File: src/rtl/ecc_trap_pkg.sv
package ecc_trap_pkg;
  localparam int unsigned CLS_W   = 3;
  localparam int unsigned ACC_W   = 3;
  localparam int unsigned VSUB_W  = 2;
  localparam int unsigned NUM_CLS = 1 << CLS_W;
  localparam int unsigned DCHK_W  = 9;
  localparam int unsigned TCHK_W  = 4;

  // control register bit positions
  localparam int unsigned CE_BIT       = 0;
  localparam int unsigned UE_BIT       = 1;
  localparam int unsigned RSVD_BIT     = 2;
  localparam int unsigned FAST_BIT     = 3;
  localparam int unsigned FDATA_LSB    = 4;
  localparam int unsigned FDATA_EN_BIT = FDATA_LSB + DCHK_W;
  localparam int unsigned FTAG_LSB     = FDATA_EN_BIT + 1;
  localparam int unsigned FTAG_EN_BIT  = FTAG_LSB + TCHK_W;
  localparam int unsigned CTRL_W       = FTAG_EN_BIT + 1;

  typedef enum logic [CLS_W-1:0] {
    CLS_CACHE_SWC = 3'd0,
    CLS_CACHE_UC  = 3'd1,
    CLS_BUS_UE    = 3'd2,
    CLS_TAG_UE    = 3'd3,
    CLS_BUS_TO    = 3'd4,
    CLS_BUS_BERR  = 3'd5,
    CLS_DATA_CE   = 3'd6,
    CLS_TAG_CE    = 3'd7
  } err_cls_e;

  typedef enum logic [ACC_W-1:0] {
    ACC_FETCH   = 3'd0,
    ACC_LOAD    = 3'd1,
    ACC_ATOMIC  = 3'd2,
    ACC_MERGE   = 3'd3,
    ACC_WBACK   = 3'd4,
    ACC_COPYOUT = 3'd5,
    ACC_VFETCH  = 3'd6,
    ACC_RSVD    = 3'd7
  } acc_e;

  typedef struct packed {
    logic fast;
    logic iacc;
    logic dacc;
    logic disr;
  } trap_req_t;
endpackage

File: src/rtl/ecc_trap_cfg.sv
module ecc_trap_cfg
  import ecc_trap_pkg::*;
(
  input  logic              clk_i,
  input  logic              rst_ni,
  input  logic              we_i,
  input  logic [CTRL_W-1:0] wdata_i,
  output logic [CTRL_W-1:0] ctrl_o
);
  localparam logic [CTRL_W-1:0] WMASK = ~(CTRL_W'(1) << RSVD_BIT);

  logic [CTRL_W-1:0] ctrl_q;

  always_ff @(posedge clk_i or negedge rst_ni) begin
    if (!rst_ni)   ctrl_q <= '0;
    else if (we_i) ctrl_q <= wdata_i & WMASK;
  end

  assign ctrl_o = ctrl_q;
endmodule

File: src/rtl/ecc_trap_route.sv
module ecc_trap_route
  import ecc_trap_pkg::*;
(
  input  logic               valid_i,
  input  logic [CLS_W-1:0]   cls_i,
  input  logic [ACC_W-1:0]   acc_i,
  input  logic [VSUB_W-1:0]  vsub_i,
  input  logic               ce_en_i,
  input  logic               ue_en_i,
  input  logic               fast_en_i,
  output trap_req_t          req_o,
  output logic [NUM_CLS-1:0] log_o
);
  err_cls_e cls;
  acc_e     acc;
  logic     local_rd;
  logic     bg_op;

  assign cls      = err_cls_e'(cls_i);
  assign acc      = acc_e'(acc_i);
  assign local_rd = acc inside {ACC_FETCH, ACC_LOAD, ACC_ATOMIC};
  assign bg_op    = acc inside {ACC_MERGE, ACC_WBACK, ACC_COPYOUT};

  always_comb begin
    req_o = '0;
    if (valid_i) begin
      case (cls)
        CLS_CACHE_SWC, CLS_CACHE_UC: req_o.fast = fast_en_i && local_rd;
        CLS_BUS_UE, CLS_TAG_UE, CLS_BUS_TO, CLS_BUS_BERR: begin
          if (ue_en_i) begin
            case (acc)
              ACC_FETCH:                       req_o.iacc = 1'b1;
              ACC_LOAD, ACC_ATOMIC:            req_o.dacc = 1'b1;
              ACC_MERGE, ACC_WBACK, ACC_COPYOUT: req_o.disr = 1'b1;
              ACC_VFETCH: begin
                case (vsub_i)
                  2'd0:    req_o.iacc = 1'b1;
                  2'd1:    req_o.dacc = 1'b1;
                  2'd2:    req_o.disr = 1'b1;
                  default: ;
                endcase
              end
              default: ;
            endcase
          end
        end
        CLS_DATA_CE, CLS_TAG_CE:
          req_o.disr = ce_en_i && (local_rd || bg_op || acc == ACC_VFETCH);
        default: ;
      endcase
    end
  end

  assign log_o = valid_i ? (NUM_CLS'(1) << cls_i) : '0;
endmodule

File: src/rtl/ecc_trap_status.sv
module ecc_trap_status #(
  parameter int unsigned NUM_FLAGS = 8
) (
  input  logic                 clk_i,
  input  logic                 rst_ni,
  input  logic [NUM_FLAGS-1:0] set_i,
  input  logic [NUM_FLAGS-1:0] clr_i,
  output logic [NUM_FLAGS-1:0] status_o
);
  logic [NUM_FLAGS-1:0] status_q;

  // set has priority over a same-cycle clear
  always_ff @(posedge clk_i or negedge rst_ni) begin
    if (!rst_ni) status_q <= '0;
    else         status_q <= (status_q & ~clr_i) | set_i;
  end

  assign status_o = status_q;
endmodule

File: src/rtl/ecc_force_mux.sv
module ecc_force_mux #(
  parameter int unsigned WIDTH = 9
) (
  input  logic             force_i,
  input  logic [WIDTH-1:0] val_i,
  input  logic [WIDTH-1:0] gen_i,
  output logic [WIDTH-1:0] chk_o
);
  assign chk_o = force_i ? val_i : gen_i;
endmodule

File: src/rtl/ecc_trap_ctrl.sv
module ecc_trap_ctrl
  import ecc_trap_pkg::*;
#(
  parameter int unsigned NUM_PORTS = 2,
  parameter int unsigned DATA_W    = 32
) (
  input  logic                        clk_i,
  input  logic                        rst_ni,
  input  logic [NUM_PORTS-1:0]        evt_valid_i,
  input  logic [NUM_PORTS*CLS_W-1:0]  evt_cls_i,
  input  logic [NUM_PORTS*ACC_W-1:0]  evt_acc_i,
  input  logic [NUM_PORTS*VSUB_W-1:0] evt_vsub_i,
  input  logic                        csr_we_i,
  input  logic                        csr_addr_i,
  input  logic [DATA_W-1:0]           csr_wdata_i,
  output logic [DATA_W-1:0]           csr_rdata_o,
  input  logic [DCHK_W-1:0]           gen_data_chk_i,
  input  logic [TCHK_W-1:0]           gen_tag_chk_i,
  output logic [DCHK_W-1:0]           data_chk_o,
  output logic [TCHK_W-1:0]           tag_chk_o,
  output logic                        force_data_o,
  output logic                        force_tag_o,
  output logic                        trap_fast_o,
  output logic                        trap_iacc_o,
  output logic                        trap_dacc_o,
  output logic                        trap_disr_o
);
  logic [CTRL_W-1:0]  ctrl_q;
  logic [NUM_CLS-1:0] status_q;
  logic [NUM_CLS-1:0] set_mask;
  logic [NUM_CLS-1:0] clr_mask;
  logic               fast_en, ue_en, ce_en;
  trap_req_t          port_req [NUM_PORTS];
  logic [NUM_CLS-1:0] port_log [NUM_PORTS];
  trap_req_t          any_req;
  trap_req_t          trap_q;
  logic               unused_wdata;

  assign unused_wdata = ^csr_wdata_i[DATA_W-1:CTRL_W];

  ecc_trap_cfg u_cfg (
    .clk_i  (clk_i),
    .rst_ni (rst_ni),
    .we_i   (csr_we_i && !csr_addr_i),
    .wdata_i(csr_wdata_i[CTRL_W-1:0]),
    .ctrl_o (ctrl_q)
  );

  assign fast_en = ctrl_q[FAST_BIT];
  assign ue_en   = ctrl_q[UE_BIT];
  assign ce_en   = ctrl_q[CE_BIT];

  for (genvar p = 0; p < NUM_PORTS; p++) begin : g_port
    ecc_trap_route u_route (
      .valid_i  (evt_valid_i[p]),
      .cls_i    (evt_cls_i[p*CLS_W +: CLS_W]),
      .acc_i    (evt_acc_i[p*ACC_W +: ACC_W]),
      .vsub_i   (evt_vsub_i[p*VSUB_W +: VSUB_W]),
      .ce_en_i  (ce_en),
      .ue_en_i  (ue_en),
      .fast_en_i(fast_en),
      .req_o    (port_req[p]),
      .log_o    (port_log[p])
    );
  end

  always_comb begin
    any_req  = '0;
    set_mask = '0;
    for (int p = 0; p < NUM_PORTS; p++) begin
      any_req  = trap_req_t'(any_req | port_req[p]);
      set_mask = set_mask | port_log[p];
    end
  end

  assign clr_mask = (csr_we_i && csr_addr_i) ? csr_wdata_i[NUM_CLS-1:0] : '0;

  ecc_trap_status #(.NUM_FLAGS(NUM_CLS)) u_status (
    .clk_i   (clk_i),
    .rst_ni  (rst_ni),
    .set_i   (set_mask),
    .clr_i   (clr_mask),
    .status_o(status_q)
  );

  always_ff @(posedge clk_i or negedge rst_ni) begin
    if (!rst_ni) trap_q <= '0;
    else         trap_q <= any_req;
  end

  assign trap_fast_o = trap_q.fast;
  assign trap_iacc_o = trap_q.iacc;
  assign trap_dacc_o = trap_q.dacc;
  assign trap_disr_o = trap_q.disr;

  always_comb begin
    if (csr_addr_i) csr_rdata_o = DATA_W'(status_q);
    else            csr_rdata_o = DATA_W'(ctrl_q);
  end

  ecc_force_mux #(.WIDTH(DCHK_W)) u_fdata (
    .force_i(ctrl_q[FDATA_EN_BIT]),
    .val_i  (ctrl_q[FDATA_LSB +: DCHK_W]),
    .gen_i  (gen_data_chk_i),
    .chk_o  (data_chk_o)
  );

  ecc_force_mux #(.WIDTH(TCHK_W)) u_ftag (
    .force_i(ctrl_q[FTAG_EN_BIT]),
    .val_i  (ctrl_q[FTAG_LSB +: TCHK_W]),
    .gen_i  (gen_tag_chk_i),
    .chk_o  (tag_chk_o)
  );

  assign force_data_o = ctrl_q[FDATA_EN_BIT];
  assign force_tag_o  = ctrl_q[FTAG_EN_BIT];
endmodule

File: config.mk
export PLATFORM = sky130hd
export DESIGN_NAME = ecc_trap_ctrl
export DESIGN_NICKNAME = d
export VERILOG_FILES = /design/src/rtl/ecc_trap_pkg.sv /design/src/rtl/ecc_trap_cfg.sv /design/src/rtl/ecc_trap_route.sv /design/src/rtl/ecc_trap_status.sv /design/src/rtl/ecc_force_mux.sv /design/src/rtl/ecc_trap_ctrl.sv
export SDC_FILE = /design/constraint.sdc
export NUM_CORES = 1
export LEC_CHECK = 0
export ABC_AREA = 1
export BUFFER_PORTS_ARGS = -buffer_cell sky130_fd_sc_hd__buf_4
export CAP_MARGIN = 20
export CORE_MARGIN = 2
export CORE_UTILIZATION = 45
export CTS_BUF_LIST = sky130_fd_sc_hd__clkbuf_8
export CTS_CLUSTER_SIZE = 28
export DETAILED_ROUTE_END_ITERATION = 7
export MAX_ROUTING_LAYER = met4
export PLACE_DENSITY = 0.82
export SYNTH_ARGS = -nofsm -noshare
export SYNTH_HDL_FRONTEND = slang
export SYNTH_SLANG_ARGS = --single-unit
File: constraint.sdc
create_clock -name clk_i -period 1.45 [get_ports clk_i]
set_clock_uncertainty 0.15 [all_clocks]
set_input_delay 0.0725 -clock clk_i [delete_from_list [all_inputs] [get_ports clk_i]]
set_output_delay 0.0725 -clock clk_i [all_outputs]
set_load 0.01 [all_outputs]
==> metrics.md, run 1 <==
| Metric | Value |
|---|---|
| Worst reg2reg setup slack | `390 ps` |
| Max-Cap Viols | `0` |
| Die area | `4990 sq um` |
| Netlist Area Pre-Place | `2000 sq um` |
| Primary FF master, synth | `dfrtp_1` |
| First-pass GRT wire length | `9.67 mm` |
| Delay-heaviest family, CP | `buffers and inverters` |
| # setup viols final | `1` |
| Pwr Density | `843 nW/um^2` |
| Io pins | `118` |
| Final hold violation count | `0` |
| Worst R2R Path Depth | `5` |
| Max incr delay on CP | `390 ps` |
| Crit-path max FO | `8` |
| Worst skew pair latency | `280 ps` |
| CTS H-Tree Depth | `2` |
| Minimum period implied by the final worst setup slack | `1460 ps` |
| Post-synth EDFFs | `0` |
| CP startpoint kind | `flip-flop` |
| Final non-filler cell area | `3210 sq um` |
| Commonest cells after routing, fill and taps aside | `buf_4, nand2_1, inv_1, dlygate4sd3_1, nor2_1` |
| Tcrit/Tclk final | `101%` |
| Placed Area | `2660 sq um` |
| Min-Delay Path Class | `in -> reg` |
| Initial DRC count | `122` |
| Fmax achieved | `0.686 GHz` |
| Failing checks | `setup timing` |
| Cell variety after synth | `26` |
| Port Buf Inserts | `91` |
| RSZ-0062 raised after global routing | `true` |
| Num rows | `24` |
| Outcome | `finished, violations left` |
| Critical path capture point type | `primary output` |
| Vias in the first global route | `2221` |
| Via density | `4.93` |
| Reg clk slew, reported paths | `60 ps` |
| Seq cells post-synth | `30` |
| Core area | `4320 sq um` |
| FILL cells | `322` |
| Total power | `2.70 mW` |
| WP buf/inv | `3` |
| Worst path cell trace | `inv_2 -> buf_8 -> nand2_1 -> o21ai_1 -> buf_4` |
| Proportion of layout cells with a drive suffix above 1 | `32.2%` |
| CP max stage cell | `dfrtp_1` |
| Nets@finish | `488` |
| Starting Density | `46.3%` |
| Initial antenna violation count | `0` |
| RD Place Congestion | `0.816` |
| Die W | `70.7 microns` |
| Via count | `2324` |
| Post-Syn Instances | `286` |
| Detail Route Antenna Nets | `0` |
| DR DRC count | `0` |
| Largest net degree at the start of global routing | `37` |
| Leakage | `1.72 nW` |
| Area Overhead vs Synth | `60.4%` |
| Antenna cells | `0` |
| Die Y | `70.7 microns` |
| Maximum root-to-sink buffer count | `2` |
| Clock Tree Root | `clkbuf_8` |
| Synth warn | `0` |
| RR Endpoint | `trap_disr_o` |
| HPWL after detailed placement | `4.07 mm` |
| Critical path arrival | `1230 ps` |
| GRT Util Overall | `24.7%` |
| Final worst slack | `-7.31 ps` |
| DR WL/cell | `13.6 microns` |
| Placement Setup Slack | `205 ps` |
| WP data required | `1230 ps` |
| Clock Sink Count | `30` |
| Drt first pass iters | `5` |
| Worst hold path depth | `3` |
| HP Start | `evt_cls_i[2]` |
| Top cell type by total area after synthesis | `dfrtp_1` |
| Total Wirelength | `6.39 mm` |
| Ranking of synthesized cells by area | `dfrtp_1, nand2_1, inv_1, nor2_1, o21ai_0` |
| Grt total ovfl | `0` |
| Synthesized area per cell | `7.00 sq um` |
| Yosys top cell area share | `37.5%` |
| Worst vdd ir | `0.431 mV` |
| CTS Buf Count | `5` |
| TritonCTS clock tree | `yes` |
| End point of the worst hold path | `u_status.status_o[5]` |
| Commonest non-fill, non-tap cell in the layout | `buf_4` |
| Post-synth ARST share | `100%` |
| Worst reg2reg path startpoint | `u_cfg.ctrl_o[1]` |
| Post-synthesis sequential area ratio | `37.5%` |
| WS Path Type | `reg -> out` |
| Slew Limit Fails | `0` |
-- flip-flops by register name (all words and copies together), names as in the netlist --
register,flops
trap_dacc_o,1
trap_disr_o,1
trap_iacc_o,1
u_cfg.ctrl_o,18
trap_fast_o,1
u_status.status_o,8
-- synth_stat cells, types with 2 or more instances --
cell type,count
inv_2,4
buf_4,14
dfrtp_1,30
o211ai_1,4
nor2_1,36
buf_2,3
buf_6,3
ha_1,3
a21oi_2,10
o21ai_1,8
inv_1,39
nand2_4,2
a21oi_1,4
nand4_1,5
o21ai_0,23
nand2_1,73
nand3_1,16
-- where the power goes --
group | internal [mW] | leakage [nW] | switching (mW)
Clock | 0.375 | 0.0524 | 0.291
Combinational | 0.505 | 1.31 | 0.525
Sequential | 0.948 | 0.352 | 0.0612
Total | 1.83 | 1.72 | 0.877
-- kinds of logic after synthesis --
group                      count (synthesis)  synth area share (%)
adders and majority gates                  3                  1.88
and+or+nand+nor                          136                  28.6
AOI/OAI and AO/OA                         51                  15.5
buffers and inverters                     65                  16.3
DFF                                       30                  37.5
other                                      1                 0.187
-- how the worst max path moves through the flow --
stage                           from       endpoint  slack (ps)  depth (start not counted)
floorplan           u_cfg.ctrl_o[13]  data_chk_o[6]         240                          3
global placement        evt_cls_i[4]    trap_disr_o         250                          8
detailed placement  u_cfg.ctrl_o[13]  data_chk_o[4]         200                          5
CTS                 u_cfg.ctrl_o[13]  data_chk_o[4]           9                          5
global route        u_cfg.ctrl_o[13]  data_chk_o[0]         -60                          5
finish              u_cfg.ctrl_o[13]  data_chk_o[4]          -7                          5
-- worst reg2reg max path, delay by kind of cell, from the launching register on --
family | cells | cell delay (ps)
and+or+nand+nor | 5 | 340
DFF | 1 | 450
-- layer usage --
layer	vias to the layer above	routed length (microns)	GRT usage, %
met5	-	0	-
met4	0	53	5.24
met3	9	443	6.41
met2	107	3370	44.8
met1	1069	2520	27.4
li1	1139	-	-
-- cell type report --
class	instances	area, sq um	share of cell area, %
Timing Repair Buffer	132	1110	34.7
Multi-Input combinational cell	203	1000	31.2
Sequential cell	30	753	23.5
Inverter	45	175	5.46
Clock buffer	6	82.6	2.57
Tap cell	52	65.1	2.03
Clock inverter	2	8.76	0.273
Timing Repair inverter	1	7.51	0.234
-- timing repair --
action                                  in CTS  in global routing
endpoints found under the setup margin       9                 15
gates cloned                                 0                  2
setup buffers                                1                  0
gates resized for setup                      3                 23
hold buffers                                38                  0
hold endpoints to repair                    60                  0
-- per-stage QoR --
| stage | TNS [ps] | hold slack (ps) | std cells | utilization, % |
|---|---|---|---|---|
| after floorplan | 0 | -373 | 298 | - |
| after global placement | 0 | -133 | 423 | 61.4 |
| after detailed placement | 0 | -129 | 423 | 61.4 |
| after CTS | 0 | 0.921 | 470 | 72.6 |
| after global routing | -323 | 13.4 | 471 | 74.2 |
| final | -7.31 | 17.6 | 471 | 74.2 |
Power figures use the tool's default switching activity.
==> run 2, diff against run 1 <==
SETUP_SLACK_MARGIN = 0.1   (was default)
SKIP_LAST_GASP = 1   (was default)
==> metrics.md, run 2 (same netlist as run 1, synthesis figures left out) <==
| Metric | Value |
|---|---|
| CTS H-Tree Depth | `2 (unchanged)` |
| Num rows | `24 (unchanged)` |
| Final worst slack | `-8.00 ps (-0.692 ps)` |
| Internal Power | `1.85 mW (+1.2%)` |
| WP data required | `1230 ps (about the same)` |
| CTS Buf Count | `5 (unchanged)` |
| Comb power frac | `39.5% (+1.4 points)` |
| Slew Limit Fails | `0 (unchanged)` |
| Port Buf Inserts | `91 (unchanged)` |
| HP Start | `evt_acc_i[0]` |
| Failing checks | `setup timing` |
| Vias in the first global route | `2189 (-1.4%)` |
| Switching share of power | `33.7% (+1.3 points)` |
| Drt first pass iters | `4 (-1)` |
| Worst path cell trace | `inv_2 -> buf_12 -> nand2_2 -> o21ai_2 -> buf_4` |
| Clock network power share | `24.4% (-0.2 points)` |
| Psw | `0.941 mW (+7.3%)` |
| WS Path Type | `reg -> out` |
| Outcome | `finished, violations left` |
| # setup viols final | `1 (unchanged)` |
| Area Overhead vs Synth | `61.4%` |
| WHS | `5.03 ps (-12.6 ps)` |
| Via count | `2384 (+2.6%)` |
| Die area | `4990 sq um (unchanged)` |
| RD Place Congestion | `0.816 (unchanged)` |
| TritonCTS clock tree | `yes` |
| Proportion of power drawn by flip-flops and latches | `36.1% (-1.2 points)` |
| Io pins | `118 (unchanged)` |
| Critical path origin | `u_cfg.ctrl_o[13]` |
| Reg clk slew, reported paths | `60 ps (about the same)` |
| Critical path capture point type | `primary output` |
| Grt total ovfl | `0 (unchanged)` |
| Worst vdd ir | `0.499 mV (+16%)` |
| Largest net degree at the start of global routing | `37 (unchanged)` |
| Crit-path max FO | `8 (unchanged)` |
| GRT Util Overall | `24.3% (-0.37 points)` |
| Initial antenna violation count | `0 (unchanged)` |
| Max-Cap Viols | `0 (unchanged)` |
| DR WL/cell | `14.5 microns (+6.9%)` |
| Via density | `5.06 (+2.6%)` |
| Pwr Density | `865 nW/um^2 (+2.6%)` |
| Fin cells | `471 (unchanged)` |
| Starting Density | `46.3% (unchanged)` |
| Critical path arrival | `1240 ps (about the same)` |
| Commonest cells after routing, fill and taps aside | `buf_4, nand2_1, inv_1` |
| Min-Delay Path Class | `in -> reg` |
| Die Y | `70.7 microns (unchanged)` |
| CP max stage cell | `dfrtp_1` |
| Final hold violation count | `0 (unchanged)` |
| FILL cells | `312 (-3.1%)` |
| Die W | `70.7 microns (unchanged)` |
| Core area | `4320 sq um (unchanged)` |
| HPWL after detailed placement | `4.07 mm (unchanged)` |
| Antenna cells | `0 (unchanged)` |
| Minimum period implied by the final worst setup slack | `1460 ps (+0.692 ps)` |
| Setup TNS Final | `-8.00 ps (-0.692 ps)` |
| DR DRC count | `0 (unchanged)` |
| Number of flip-flops in the largest register | `18 (unchanged)` |
| Clock Tree Root | `clkbuf_8` |
| Total Wirelength | `6.83 mm (+6.9%)` |
| CP startpoint kind | `flip-flop` |
| Maximum root-to-sink buffer count | `2 (unchanged)` |
| Placed cell count | `423 (unchanged)` |
| RSZ-0062 raised after global routing | `true` |
| Commonest non-fill, non-tap cell in the layout | `buf_4` |
| Leakage | `1.76 nW (+2.4%)` |
| Nets@finish | `488 (unchanged)` |
| Placement Setup Slack | `205 ps (unchanged)` |
| Max incr delay on CP | `390 ps (about the same)` |
| Detail Route Antenna Nets | `0 (unchanged)` |
| Worst skew pair latency | `280 ps (about the same)` |
| Worst reg2reg path startpoint | `u_cfg.ctrl_o[18]` |
| Proportion of layout cells with a drive suffix above 1 | `35.6% (+3.3 points)` |
| First-pass GRT wire length | `9.50 mm (-1.7%)` |
| Clock Sink Count | `30 (unchanged)` |
| Initial DRC count | `154 (+26%)` |
| Fmax achieved | `0.686 GHz (about the same)` |
| Tcrit/Tclk final | `101% (about the same)` |
-- run 2: cell count changes in the layout (fill, tap and decap cells not counted), moves of 3 or more --
cell,delta
buf_4,+5
dlygate4sd3_1,-6
nand2_1,-6
nand2_4,+4
o21ai_0,-3
o21ai_2,+5
-- run 2: final cells by class --
cell class | instances | area [sq um] | area share (%)
clock inverters | 2 | 8.76 | 0.271
inverters | 45 | 174 | 5.39
clock buffers | 6 | 82.6 | 2.56
repair inverters | 1 | 7.51 | 0.233
multi-input cells | 203 | 1040 | 32.3
repair buffers | 132 | 1090 | 33.9
well taps | 52 | 65.1 | 2.02
flip-flops and latches | 30 | 752 | 23.3
-- run 2: worst max-delay path: cells and delay by family, from the launching register on --
family                 cells  cell delay (ps)
flip-flops                 1              390
buffers and inverters      3              420
AND/OR/NAND/NOR            1               80
AO/OA/AOI/OAI              1               70
-- run 2: through the flow --
stage               cell area (sq um)  util (%)  total power, mW
floorplan                        2050         -             1.47
global placement                 2660      61.4             1.85
finish                           3230      74.7             2.79
global route                     3230      74.7             2.95
CTS                              3110      71.8             2.65
detailed placement               2660      61.4             1.87
-- run 2: worst paths after layout --
check / endpoint / slack (ps) / depth (start not counted)
max: data_chk_o[0] / -8 / 5
min in group asynchronous: u_cfg.ctrl_o[15] / 120 / 2
min reg2reg: u_cfg.ctrl_o[3] / 350 / 2
max in group asynchronous: u_cfg.ctrl_o[18] / 740 / 2
min: trap_fast_o / 5 / 4
max reg2reg: u_cfg.ctrl_o[18] / 240 / 4
-- run 2: layer usage --
layer  track usage (%)  part of all wire [%]  up-vias
met2              44.0                    53      133
met1              27.4                    37     1098
met4              4.82                   1.5        0
li1                  -                     -     1141
met3              5.98                   9.1       12
met5                 -                     0        -
-- run 2: power groups by stage --
stage          combinational (mW)  clock (mW)  sequential [mW]
6_report                     1.10       0.681             1.01
5_1_grt                      1.18       0.745             1.02
4_1_cts                     0.964       0.695            0.996
3_5_place_dp                0.856           0             1.02
3_3_place_gp                0.837           0             1.01
2_1_floorplan               0.458           0             1.01
-- run 2: what timing repair did --
item                                    in CTS  in global routing
endpoints found under the setup margin      14                 15
hold buffers                                32                  0
buffers inserted                             4                  2
cloned                                       1                  1
resized for setup                            6                 40
endpoints found under the hold margin       60                  0
pin swaps                                    0                  1
==> run 3, diff against run 2 <==
CORE_UTILIZATION = 41   (was 45)
PLACE_DENSITY = 0.79   (was 0.82)
clock period = 1.2 ns   (was 1.45 ns; I/O delays follow)
==> metrics.md, run 3 (same netlist as run 1, synthesis figures left out) <==
| Metric | Value |
|---|---|
| Worst reg2reg setup slack | `50 ps (-190 ps)` |
| Outcome | `finished, violations left` |
| Delay-heaviest family, CP | `flip-flops` |
| Total Wirelength | `6.24 mm (-8.6%)` |
| Leakage | `1.84 nW (+4.5%)` |
| Final core occ | `71.7% (-2.9 points)` |
| Failing checks | `hold timing, setup timing` |
| CTS Buf Count | `5 (unchanged)` |
| RR Endpoint | `trap_disr_o` |
| HP Start | `evt_cls_i[5]` |
| Clock Sink Count | `30 (unchanged)` |
| Fmax achieved | `0.719 GHz` |
| Area taken by multi-input logic gates | `1050 sq um (+1.1%)` |
| # setup viols final | `16 (+15)` |
| Grt total ovfl | `0 (unchanged)` |
| Core area | `4720 sq um (+9.2%)` |
| Largest net degree at the start of global routing | `31 (-16%)` |
| Starting Density | `42.4% (-3.9 points)` |
| Max-Cap Viols | `0 (unchanged)` |
| Reg area | `754 sq um (+0.33%)` |
| Maximum root-to-sink buffer count | `2 (unchanged)` |
| HPWL after detailed placement | `4.00 mm (-1.6%)` |
| DR WL/cell | `12.6 microns (-13%)` |
| WP data required | `990 ps (-240 ps)` |
| Initial DRC count | `91 (-41%)` |
| Critical path capture point type | `primary output` |
| CTS Hold Bufs | `31 (-3.1%)` |
| Placed Area | `2710 sq um (+2.0%)` |
| WS Path Type | `reg -> out` |
| Final non-filler cell area | `3390 sq um (+5.0%)` |
| Num rows | `25 (+4.2%)` |
| CP startpoint kind | `flip-flop` |
| Initial antenna violation count | `0 (unchanged)` |
| FILL cells | `345 (+11%)` |
| Worst reg2reg path startpoint | `u_cfg.ctrl_o[1]` |
| Clock Tree Root | `clkbuf_8` |
| Die area | `5450 sq um (+9.2%)` |
| Final hold violation count | `9 (+9)` |
| Reg clk slew, reported paths | `60 ps (about the same)` |
| Pwr Density | `1050 nW/um^2 (+21%)` |
| Tcrit/Tclk final | `116%` |
| RSZ-0062 raised after global routing | `true` |
| Via count | `2355 (-1.2%)` |
| Total power | `3.56 mW (+27%)` |
| Commonest cells after routing, fill and taps aside | `buf_4, nand2_1, nor2_1` |
| Die Y | `73.9 microns (+4.5%)` |
| Worst path cell trace | `inv_8 -> nand2_1 -> o21ai_0 -> buf_4` |
| End point of the worst hold path | `u_status.status_o[7]` |
| Number of flip-flops in the largest register | `18 (unchanged)` |
| CP max stage cell | `dfrtp_2` |
| Slew Limit Fails | `0 (unchanged)` |
| WP buf/inv | `2 (-1)` |
| Max incr delay on CP | `450 ps (+60 ps)` |
| Commonest non-fill, non-tap cell in the layout | `buf_4` |
| Crit-path max FO | `18 (+10)` |
| Critical path arrival | `1180 ps (-60 ps)` |
| Minimum period implied by the final worst setup slack | `1390 ps` |
| Final worst slack | `-190 ps (-182 ps)` |
| Worst vdd ir | `0.395 mV (-21%)` |
| Area Overhead vs Synth | `69.4%` |
| Min-Delay Path Class | `in -> reg` |
| TritonCTS clock tree | `yes` |
| WHS | `-40.7 ps (-45.7 ps)` |
| Via density | `4.76 (-6.0%)` |
| Antenna cells | `0 (unchanged)` |
| Die W | `73.9 microns (+4.5%)` |
| Proportion of layout cells with a drive suffix above 1 | `43.2% (+7.7 points)` |
| Vias in the first global route | `2208 (+0.87%)` |
| DR DRC count | `0 (unchanged)` |
| Drt first pass iters | `4 (unchanged)` |
| Worst hold path depth | `3 (-1)` |
| GRT Util Overall | `22.7% (-1.7 points)` |
| Detail Route Antenna Nets | `0 (unchanged)` |
| Io pins | `118 (unchanged)` |
| CTS H-Tree Depth | `2 (unchanged)` |
| Port Buf Inserts | `91 (unchanged)` |
| Worst R2R Path Depth | `6 (+2)` |
| First-pass GRT wire length | `9.27 mm (-2.5%)` |
| Nets@finish | `497 (+1.8%)` |
| Worst skew pair latency | `290 ps (about the same)` |
| RD Place Congestion | `0.808 (-0.93%)` |
run 3: worst max path at each step:
| stage | to | slack [ps] | start | cells after the start |
|---|---|---|---|---|
| 2_1_floorplan | tag_chk_o[0] | 110 | u_cfg.ctrl_o[18] | 2 |
| 4_1_cts | data_chk_o[5] | -190 | u_cfg.ctrl_o[13] | 4 |
| 5_1_grt | data_chk_o[7] | -240 | u_cfg.ctrl_o[13] | 4 |
| 3_3_place_gp | tag_chk_o[1] | 40 | u_cfg.ctrl_o[18] | 3 |
| 6_report | data_chk_o[7] | -190 | u_cfg.ctrl_o[13] | 4 |
| 3_5_place_dp | tag_chk_o[1] | 40 | u_cfg.ctrl_o[18] | 3 |
run 3: through the flow:
step	setup WS, ps	instances	hold slack (ps)	setup TNS [ps]
floorplan	106	298	-386	0
global placement	43.1	441	-143	0
detailed placement	44.8	441	-142	0
CTS	-190	493	-49.5	-2420
global route	-244	495	-31.6	-2630
finish	-190	495	-40.7	-1800
run 3: repair_timing:
action	CTS	global route
pin swaps	4	8
endpoints found under the setup margin	32	46
buffers inserted	12	3
hold endpoints to repair	60	5
cloned	1	0
gates resized for setup	33	50
run 3: worst reg2reg max path, cell delays in order (launching register included):
cell and delay [ps]:
dfrtp_2 430, buf_6 140, nand2_2 40, nand3b_1 100, nand2_1 50, nand2_1 70, nand3_2 50
run 3: final cells by class:
type                    instances  share of cell area, %
clock buffers                   8                   3.25
flip-flops and latches         30                   22.3
repair buffers                141                   35.2
multi-input cells             203                   31.1
inverters                      45                   5.50
repair inverters                1                  0.185
well taps                      67                   2.47
run 3: metal layers:
metal,global-route usage (%),vias up,wire [microns]
li1,-,1164,-
met1,24.7,1083,2490
met2,39.7,98,3150
met3,5.90,10,517
met4,7.88,0,90
met5,-,-,0
run 3: power by group:
part	total [mW]	switching (mW)	internal (mW)
Clock	0.952	0.374	0.578
Combinational	1.37	0.678	0.696
Sequential	1.23	0.0827	1.15
